===== src/rtl/gdb_pkg.sv =====
package gdb_pkg;
   localparam logic [7:0] CORE_BASE   = 8'h00;
   localparam logic [7:0] RESUME_BASE = 8'h20;
   localparam int         BANK_MAX_PINS = 32;
   localparam int         BANK_BYTES_MAX = BANK_MAX_PINS / 8;

   typedef enum logic [1:0] {
      RK_ENABLE = 2'd0,
      RK_DIR    = 2'd1,
      RK_LEVEL  = 2'd2,
      RK_NONE   = 2'd3
   } reg_kind_e;

   typedef struct packed {
      logic      hit;
      logic      bank;
      reg_kind_e kind;
      logic [1:0] byte_idx;
   } dec_t;
endpackage


===== src/rtl/gdb_decode.sv =====
module gdb_decode #(
   parameter int CORE_BYTES = 2,
   parameter int RES_BYTES  = 1
) (
   input  logic [7:0]   addr,
   output gdb_pkg::dec_t dec
);
   import gdb_pkg::*;

   if (CORE_BYTES < 1 || CORE_BYTES > BANK_BYTES_MAX) begin : g_bad_core
      $error("gdb_decode: CORE_BYTES out of range");
   end
   if (RES_BYTES < 1 || RES_BYTES > BANK_BYTES_MAX) begin : g_bad_res
      $error("gdb_decode: RES_BYTES out of range");
   end

   logic [4:0] rel;
   logic       in_window;
   logic [2:0] bank_bytes;
   reg_kind_e  kind_w;

   always_comb begin
      rel       = addr[4:0];
      in_window = (addr[7:6] == 2'b00);
      unique case (rel[4:2])
         3'd0:    kind_w = RK_ENABLE;
         3'd1:    kind_w = RK_DIR;
         3'd2:    kind_w = RK_LEVEL;
         default: kind_w = RK_NONE;
      endcase
      bank_bytes   = addr[5] ? 3'(RES_BYTES) : 3'(CORE_BYTES);
      dec.bank     = addr[5];
      dec.kind     = kind_w;
      dec.byte_idx = rel[1:0];
      dec.hit      = in_window && (kind_w != RK_NONE) &&
                     ({1'b0, rel[1:0]} < bank_bytes);
   end
endmodule


===== src/rtl/gdb_sync.sv =====
module gdb_sync #(
   parameter int W      = 8,
   parameter int STAGES = 2
) (
   input  logic         clk,
   input  logic         rst_n,
   input  logic [W-1:0] d,
   output logic [W-1:0] q
);
   if (STAGES < 2) begin : g_bad_stages
      $error("gdb_sync: STAGES must be at least 2");
   end
   if (W < 1) begin : g_bad_w
      $error("gdb_sync: W must be positive");
   end

   logic [W-1:0] stage [STAGES];

   for (genvar s = 0; s < STAGES; s++) begin : g_stage
      always_ff @(posedge clk or negedge rst_n) begin
         if (!rst_n) begin
            stage[s] <= '0;
         end else begin
            stage[s] <= (s == 0) ? d : stage[(s == 0) ? 0 : s - 1];
         end
      end
   end

   assign q = stage[STAGES-1];
endmodule


===== src/rtl/gdb_bank.sv =====
module gdb_bank #(
   parameter int NPIN        = 10,
   parameter int EN_CNT      = 7,
   parameter int SYNC_STAGES = 2
) (
   input  logic              clk,
   input  logic              rst_n,
   input  logic              wr_en,
   input  gdb_pkg::reg_kind_e kind,
   input  logic [1:0]        byte_idx,
   input  logic [7:0]        wdata,
   input  logic [NPIN-1:0]   pin_in,
   output logic [7:0]        rd_byte,
   output logic [NPIN-1:0]   en_q,
   output logic [NPIN-1:0]   dir_q,
   output logic [NPIN-1:0]   lvl_q
);
   import gdb_pkg::*;

   localparam int NBYTE = (NPIN + 7) / 8;

   if (NPIN < 1 || NPIN > BANK_MAX_PINS) begin : g_bad_npin
      $error("gdb_bank: NPIN out of range");
   end
   if (EN_CNT < 0 || EN_CNT > NPIN) begin : g_bad_en
      $error("gdb_bank: EN_CNT out of range");
   end

   logic [NPIN-1:0] sync_q;
   logic [NPIN-1:0] lvl_view;

   gdb_sync #(.W(NPIN), .STAGES(SYNC_STAGES)) u_sync (
      .clk   (clk),
      .rst_n (rst_n),
      .d     (pin_in),
      .q     (sync_q)
   );

   for (genvar i = 0; i < NPIN; i++) begin : g_pin
      localparam int BY = i / 8;
      localparam int BI = i % 8;
      localparam logic EN_RST = (i < EN_CNT);
      logic sel;
      logic en_r, dir_r, lvl_r;

      assign sel = wr_en && (byte_idx == 2'(BY));

      always_ff @(posedge clk or negedge rst_n) begin
         if (!rst_n) begin
            en_r  <= EN_RST;
            dir_r <= 1'b1;
            lvl_r <= 1'b0;
         end else if (sel) begin
            case (kind)
               RK_ENABLE: en_r  <= wdata[BI];
               RK_DIR:    dir_r <= wdata[BI];
               RK_LEVEL:  if (!dir_r) lvl_r <= wdata[BI];
               default:   ;
            endcase
         end
      end

      assign en_q[i]     = en_r;
      assign dir_q[i]    = dir_r;
      assign lvl_q[i]    = lvl_r;
      assign lvl_view[i] = dir_r ? sync_q[i] : lvl_r;
   end

   logic [BANK_MAX_PINS-1:0] en_pad, dir_pad, lvl_pad;
   logic [4:0]               sh;

   always_comb begin
      en_pad  = BANK_MAX_PINS'(en_q);
      dir_pad = BANK_MAX_PINS'(dir_q);
      lvl_pad = BANK_MAX_PINS'(lvl_view);
      sh      = {byte_idx, 3'b000};
      rd_byte = 8'h00;
      if (int'(byte_idx) < NBYTE) begin
         case (kind)
            RK_ENABLE: rd_byte = 8'(en_pad  >> sh);
            RK_DIR:    rd_byte = 8'(dir_pad >> sh);
            RK_LEVEL:  rd_byte = 8'(lvl_pad >> sh);
            default:   rd_byte = 8'h00;
         endcase
      end
   end
endmodule


===== src/rtl/dual_bank_gpio.sv =====
module dual_bank_gpio #(
   parameter int NUM_PINS      = 14,
   parameter int RESUME_START  = 10,
   parameter int CORE_EN_CNT   = 7,
   parameter int RESUME_EN_CNT = 3,
   parameter int SYNC_STAGES   = 2
) (
   input  logic                clk,
   input  logic                rst_n,
   input  logic [7:0]          bus_addr,
   input  logic [7:0]          bus_wdata,
   input  logic                bus_wr,
   input  logic                bus_rd,
   output logic [7:0]          bus_rdata,
   input  logic [NUM_PINS-1:0] pin_in,
   output logic [NUM_PINS-1:0] pin_out,
   output logic [NUM_PINS-1:0] pin_oe
);
   import gdb_pkg::*;

   localparam int CORE_PINS  = RESUME_START;
   localparam int RES_PINS   = NUM_PINS - RESUME_START;
   localparam int CORE_BYTES = (CORE_PINS + 7) / 8;
   localparam int RES_BYTES  = (RES_PINS + 7) / 8;

   if (RESUME_START < 1 || RESUME_START >= NUM_PINS) begin : g_bad_split
      $error("dual_bank_gpio: RESUME_START must split the pins into two banks");
   end

   dec_t dec;
   logic wr_core, wr_res;
   logic [7:0] rd_core, rd_res;
   logic [NUM_PINS-1:0] en_all, dir_all, lvl_all;

   gdb_decode #(.CORE_BYTES(CORE_BYTES), .RES_BYTES(RES_BYTES)) u_dec (
      .addr (bus_addr),
      .dec  (dec)
   );

   assign wr_core = bus_wr && dec.hit && !dec.bank;
   assign wr_res  = bus_wr && dec.hit &&  dec.bank;

   gdb_bank #(.NPIN(CORE_PINS), .EN_CNT(CORE_EN_CNT), .SYNC_STAGES(SYNC_STAGES)) u_core (
      .clk      (clk),
      .rst_n    (rst_n),
      .wr_en    (wr_core),
      .kind     (dec.kind),
      .byte_idx (dec.byte_idx),
      .wdata    (bus_wdata),
      .pin_in   (pin_in[CORE_PINS-1:0]),
      .rd_byte  (rd_core),
      .en_q     (en_all[CORE_PINS-1:0]),
      .dir_q    (dir_all[CORE_PINS-1:0]),
      .lvl_q    (lvl_all[CORE_PINS-1:0])
   );

   gdb_bank #(.NPIN(RES_PINS), .EN_CNT(RESUME_EN_CNT), .SYNC_STAGES(SYNC_STAGES)) u_res (
      .clk      (clk),
      .rst_n    (rst_n),
      .wr_en    (wr_res),
      .kind     (dec.kind),
      .byte_idx (dec.byte_idx),
      .wdata    (bus_wdata),
      .pin_in   (pin_in[NUM_PINS-1:RESUME_START]),
      .rd_byte  (rd_res),
      .en_q     (en_all[NUM_PINS-1:RESUME_START]),
      .dir_q    (dir_all[NUM_PINS-1:RESUME_START]),
      .lvl_q    (lvl_all[NUM_PINS-1:RESUME_START])
   );

   always_ff @(posedge clk or negedge rst_n) begin
      if (!rst_n) begin
         bus_rdata <= 8'h00;
      end else if (bus_rd && dec.hit) begin
         bus_rdata <= dec.bank ? rd_res : rd_core;
      end else begin
         bus_rdata <= 8'h00;
      end
   end

   assign pin_out = lvl_all;
   assign pin_oe  = en_all & ~dir_all;
endmodule


===== config.mk =====
export PLATFORM = sky130hd
export DESIGN_NAME = dual_bank_gpio
export DESIGN_NICKNAME = d
export VERILOG_FILES = /design/src/rtl/gdb_pkg.sv /design/src/rtl/gdb_decode.sv /design/src/rtl/gdb_sync.sv /design/src/rtl/gdb_bank.sv /design/src/rtl/dual_bank_gpio.sv
export SDC_FILE = /design/constraint.sdc
export NUM_CORES = 1
export LEC_CHECK = 0
export ABC_AREA = 0
export BUFFER_PORTS_ARGS = -buffer_cell sky130_fd_sc_hd__buf_2
export CAP_MARGIN = 20
export CORE_MARGIN = 1
export CORE_UTILIZATION = 30
export CTS_CLUSTER_SIZE = 12
export DETAILED_ROUTE_END_ITERATION = 7
export GPL_ROUTABILITY_DRIVEN = 0
export HOLD_SLACK_MARGIN = 0.02
export PLACE_DENSITY_LB_ADDON = 0.08
export SYNTH_ARGS = -nofsm -noshare
export SYNTH_HDL_FRONTEND = slang
export SYNTH_HIERARCHICAL = 1
export SYNTH_SLANG_ARGS = --single-unit

===== constraint.sdc =====
create_clock -name clk -period 1.9 [get_ports clk]
set_clock_uncertainty 0.1 [all_clocks]
set_input_delay 0.285 -clock clk [delete_from_list [all_inputs] [get_ports clk]]
set_output_delay 0.285 -clock clk [all_outputs]
set_load 0.02 [all_outputs]

==> results.sh <==
export IMPL_tritoncts_num_sinks=78
export IMPL_grt_first_pass_wirelength_mm=14.1
export IMPL_vias_in_the_first_global_route=2666
export IMPL_postSynthRegisterBits=78
export IMPL_grt_setup_unrepaired="true"
export IMPL_status="complete, but fails checks"
export IMPL_post_synth_instance_area_sq_um=4080
export IMPL_placeableCoreArea_sq_um=13200
export IMPL_finalCritPeriodShare_pct=104
export IMPL_synth_seq_area_share_pct=48.6
export IMPL_syn2layout_area_growth_pct=23.6
export IMPL_timing_max_cap_violations=0
export IMPL_worst_path_max_fanout=8
export IMPL_max_clock_freq_ghz=0.506
export IMPL_grt_use_total_pct=13.5
export IMPL_p_leak_nw=2.40
export IMPL_cts_buffers=9
export IMPL_postRouteAntennaNets=0
export IMPL_p_comb_share_pct=8.9
export IMPL_yosysTopAreaCellShare_pct=33.2
export IMPL_worst_ep_arrival_time_ps=2100
export IMPL_io_pins=70
export IMPL_power_per_cell_area_nw_per_um2=743
export IMPL_post_layout_total_power_mw=3.74
export IMPL_timing_final_hold_violations=0
export IMPL_num_antenna_cells=0
export IMPL_cts_buffer_depth=2
export IMPL_r2r_start="u_core/g_pin[9].dir_r"
export IMPL_p_int_mw=2.88
export IMPL_worstRegToRegCells=5
export IMPL_die_area_sq_um=14100
export IMPL_layout_nets=439
export IMPL_finalCriticalPeriod_ps=1980
export IMPL_layout_common_cells="sky130_fd_sc_hd__buf_2 (66), sky130_fd_sc_hd__dfrtp_1 (54), sky130_fd_sc_hd__mux2_4 (37), sky130_fd_sc_hd__buf_4 (34), sky130_fd_sc_hd__dfstp_2 (24)"
export IMPL_largest_voltage_drop_on_the_vdd_net_mv=0.488
export IMPL_antenna_found_initial=0
export IMPL_drt_initial_drc_count=62
export IMPL_routed_via_count=2443
export IMPL_pin_count_of_the_biggest_net_entering_global_routing=79
export IMPL_synth_lib_cells_used_distinct=39
export IMPL_die_h_um=119
export IMPL_clkPwrFrac_pct=44.7
export IMPL_timing_worst_setup_path_type="primary input to flop"
export IMPL_rows=42
export IMPL_top_post_synthesis_cells_by_area="sky130_fd_sc_hd__dfrtp_1 (33%), sky130_fd_sc_hd__dfstp_2 (15%), sky130_fd_sc_hd__buf_4 (12%), sky130_fd_sc_hd__mux2_4 (8.8%), sky130_fd_sc_hd__mux2_2 (6.1%)"
export IMPL_timing_critical_path_to="u_core/g_pin[7].en_r"
export IMPL_setup_slack_ps=-75.3
export IMPL_clock_latency_ps=340
export IMPL_postSynth_asyncResetShare_pct=100
export IMPL_synth_warning_count=6
export IMPL_firstDrtPassIters=5
export IMPL_switching_share_pct=23.0
export IMPL_wl_per_cell_um=15.3
export IMPL_detailed_placer_s_ending_hpwl_mm=6.16
export IMPL_mostFrequentLayoutCell="sky130_fd_sc_hd__buf_2"
export IMPL_post_place_cells=542
export IMPL_drive_above_1_share_pct=56.1
export IMPL_post_synth_inst_count=335
export IMPL_critPathCaptureType="flop"
export IMPL_reg2reg_setup_slack_ps=120
export IMPL_vias_per_cell=4.23
export IMPL_kind_of_path_behind_the_tightest_hold_check="primary input to flop"
export IMPL_clockRootBuffer="sky130_fd_sc_hd__clkbuf_16"
export IMPL_setup_viol_count_final=27
export IMPL_drcViolationCount=0
export IMPL_clk_transition_reported_paths_ps=60
export IMPL_synth_area_leader_cell="sky130_fd_sc_hd__dfrtp_1"
export IMPL_origin_of_the_worst_setup_path="bus_addr[1]"
export IMPL_finalMaxSlewViolations=0
export IMPL_final_cell_count_no_fill=577
export IMPL_synth_edf_count=0
export IMPL_timing_critical_path_required_ps=2020
export IMPL_port_buffers=69
export IMPL_die_width_um=119
export IMPL_tritoncts="built"
export IMPL_violations="setup timing"
export IMPL_globalRoute_totalOverflow=0
export IMPL_startpoint_type="primary input"
export IMPL_relative_contribution_of_sequential_cells_to_total_power_pct=46.3
export IMPL_post_place_worst_slack_ps=-509
export IMPL_ys_flop_type="sky130_fd_sc_hd__dfrtp_1"
export IMPL_r2r_end="bus_rdata[1]"
export IMPL_wl_mm=8.82
export IMPL_netSwitchingPower_mw=0.859
export IMPL_syn_area_per_cell_sq_um=12.2
export IMPL_cts_htree_levels=3
export IMPL_start_util_pct=30.8
per-stage QoR:
stage          cell area (sq um)  util (%)  TNS [ps]  hold slack [ps]
3_3_place_gp                4450      33.6    -16950              231
5_1_grt                     5040      38.0     -2680              113
2_1_floorplan               4180         -     -3430             -111
3_5_place_dp                4450      33.6    -18360              235
4_1_cts                     4950      37.4     -1330              109
6_report                    5040      38.0      -913              120
layout make-up:
cell class / instances / area (sq um)
inverter: 5 / 22.5
clock inverter: 5 / 50.0
sequential: 78 / 1980
tap: 176 / 220
timing repair buffer: 119 / 802
fill: 1319 / 8210
clock buffer: 11 / 233
multi-input combinational: 183 / 1730
state kept, by name, summed over array words and instances, names as in the netlist:
name / cells
bus_rdata: 8
u_core/u_sync/stage: 10
u_res/g_pin.lvl_r: 4
u_res/u_sync/q: 4
u_core/g_pin.lvl_r: 10
u_res/g_pin.en_r: 4
u_core/g_pin.dir_r: 10
u_core/g_pin.en_r: 10
u_res/u_sync/stage: 4
u_res/g_pin.dir_r: 4
u_core/u_sync/q: 10
routing by layer:
metal  GRT usage (%)  up-vias  wire length (um)
met5               0        -                 0
met4            5.93        0               151
met3            3.72       10               328
met2            21.5       43              4210
met1            17.0     1189              4130
li1                -     1201                 -
power by group through the flow:
stage	combinational, mW	clock, mW	sequential [mW]
after floorplan	0.175	0	1.76
after global placement	0.297	0	1.76
after detailed placement	0.299	0	1.76
after CTS	0.335	1.75	1.73
after global routing	0.369	1.79	1.74
final	0.334	1.67	1.73
critical path: stages:
cell and delay, ps:
sky130_fd_sc_hd__buf_8 100, sky130_fd_sc_hd__ha_4 140, sky130_fd_sc_hd__or3_4 330, sky130_fd_sc_hd__a211oi_4 200, sky130_fd_sc_hd__nand2_2 90, sky130_fd_sc_hd__nor2_4 120, sky130_fd_sc_hd__nor3b_4 210, sky130_fd_sc_hd__and2_4 280
sky130_fd_sc_hd__mux2_4 320
Yosys cell counts (3+ instances only):
master                     count
sky130_fd_sc_hd__buf_4        63
sky130_fd_sc_hd__dfrtp_1      54
sky130_fd_sc_hd__nor2_1       29
sky130_fd_sc_hd__dfstp_2      24
sky130_fd_sc_hd__mux2_4       24
sky130_fd_sc_hd__mux2_2       22
sky130_fd_sc_hd__nor2b_1      14
sky130_fd_sc_hd__o21ai_0      14
sky130_fd_sc_hd__nand2_1      11
sky130_fd_sc_hd__a221oi_1      9
sky130_fd_sc_hd__ha_1          9
sky130_fd_sc_hd__mux2_1        8
sky130_fd_sc_hd__mux2i_1       8
sky130_fd_sc_hd__buf_6         6
sky130_fd_sc_hd__a31oi_1       4
sky130_fd_sc_hd__inv_1         4
sky130_fd_sc_hd__a21o_1        3
sky130_fd_sc_hd__a21oi_1       3
how the worst min path moves through the flow:
stage | from | endpoint | slack (ps) | cells after the start
4_1_cts | bus_wdata[6] | u_core/g_pin[6].dir_r | 110 | 2
5_1_grt | bus_wdata[6] | u_core/g_pin[6].lvl_r | 110 | 2
3_3_place_gp | u_core/u_sync/stage[11] | u_core/u_sync/q[1] | 230 | 0
3_5_place_dp | u_res/u_sync/stage[4] | u_res/u_sync/q[0] | 230 | 0
6_report | bus_wdata[6] | u_core/g_pin[6].dir_r | 120 | 2
2_1_floorplan | rst_n | bus_rdata[0] | -110 | 0
what timing repair did:
action                                  in CTS  in global routing
gates resized for setup                     10                 19
hold buffers                                15                  0
gates cloned                                 0                  0
pin swaps                                    1                  4
setup buffers                                3                  1
hold endpoints to repair                    68                  0
endpoints found under the setup margin      29                 36
kinds of logic after synthesis:
group                      Yosys count  share of synthesized area [%]
and+or+nand+nor                     72                           9.55
buffers and inverters               77                           14.1
AOI/OAI and AO/OA                   36                           5.80
adders and majority gates            9                           2.76
muxes                               62                           19.1
DFF                                 78                           48.6
other                                1                         0.0920
Note: power is estimated with default switching activity, not from simulation.
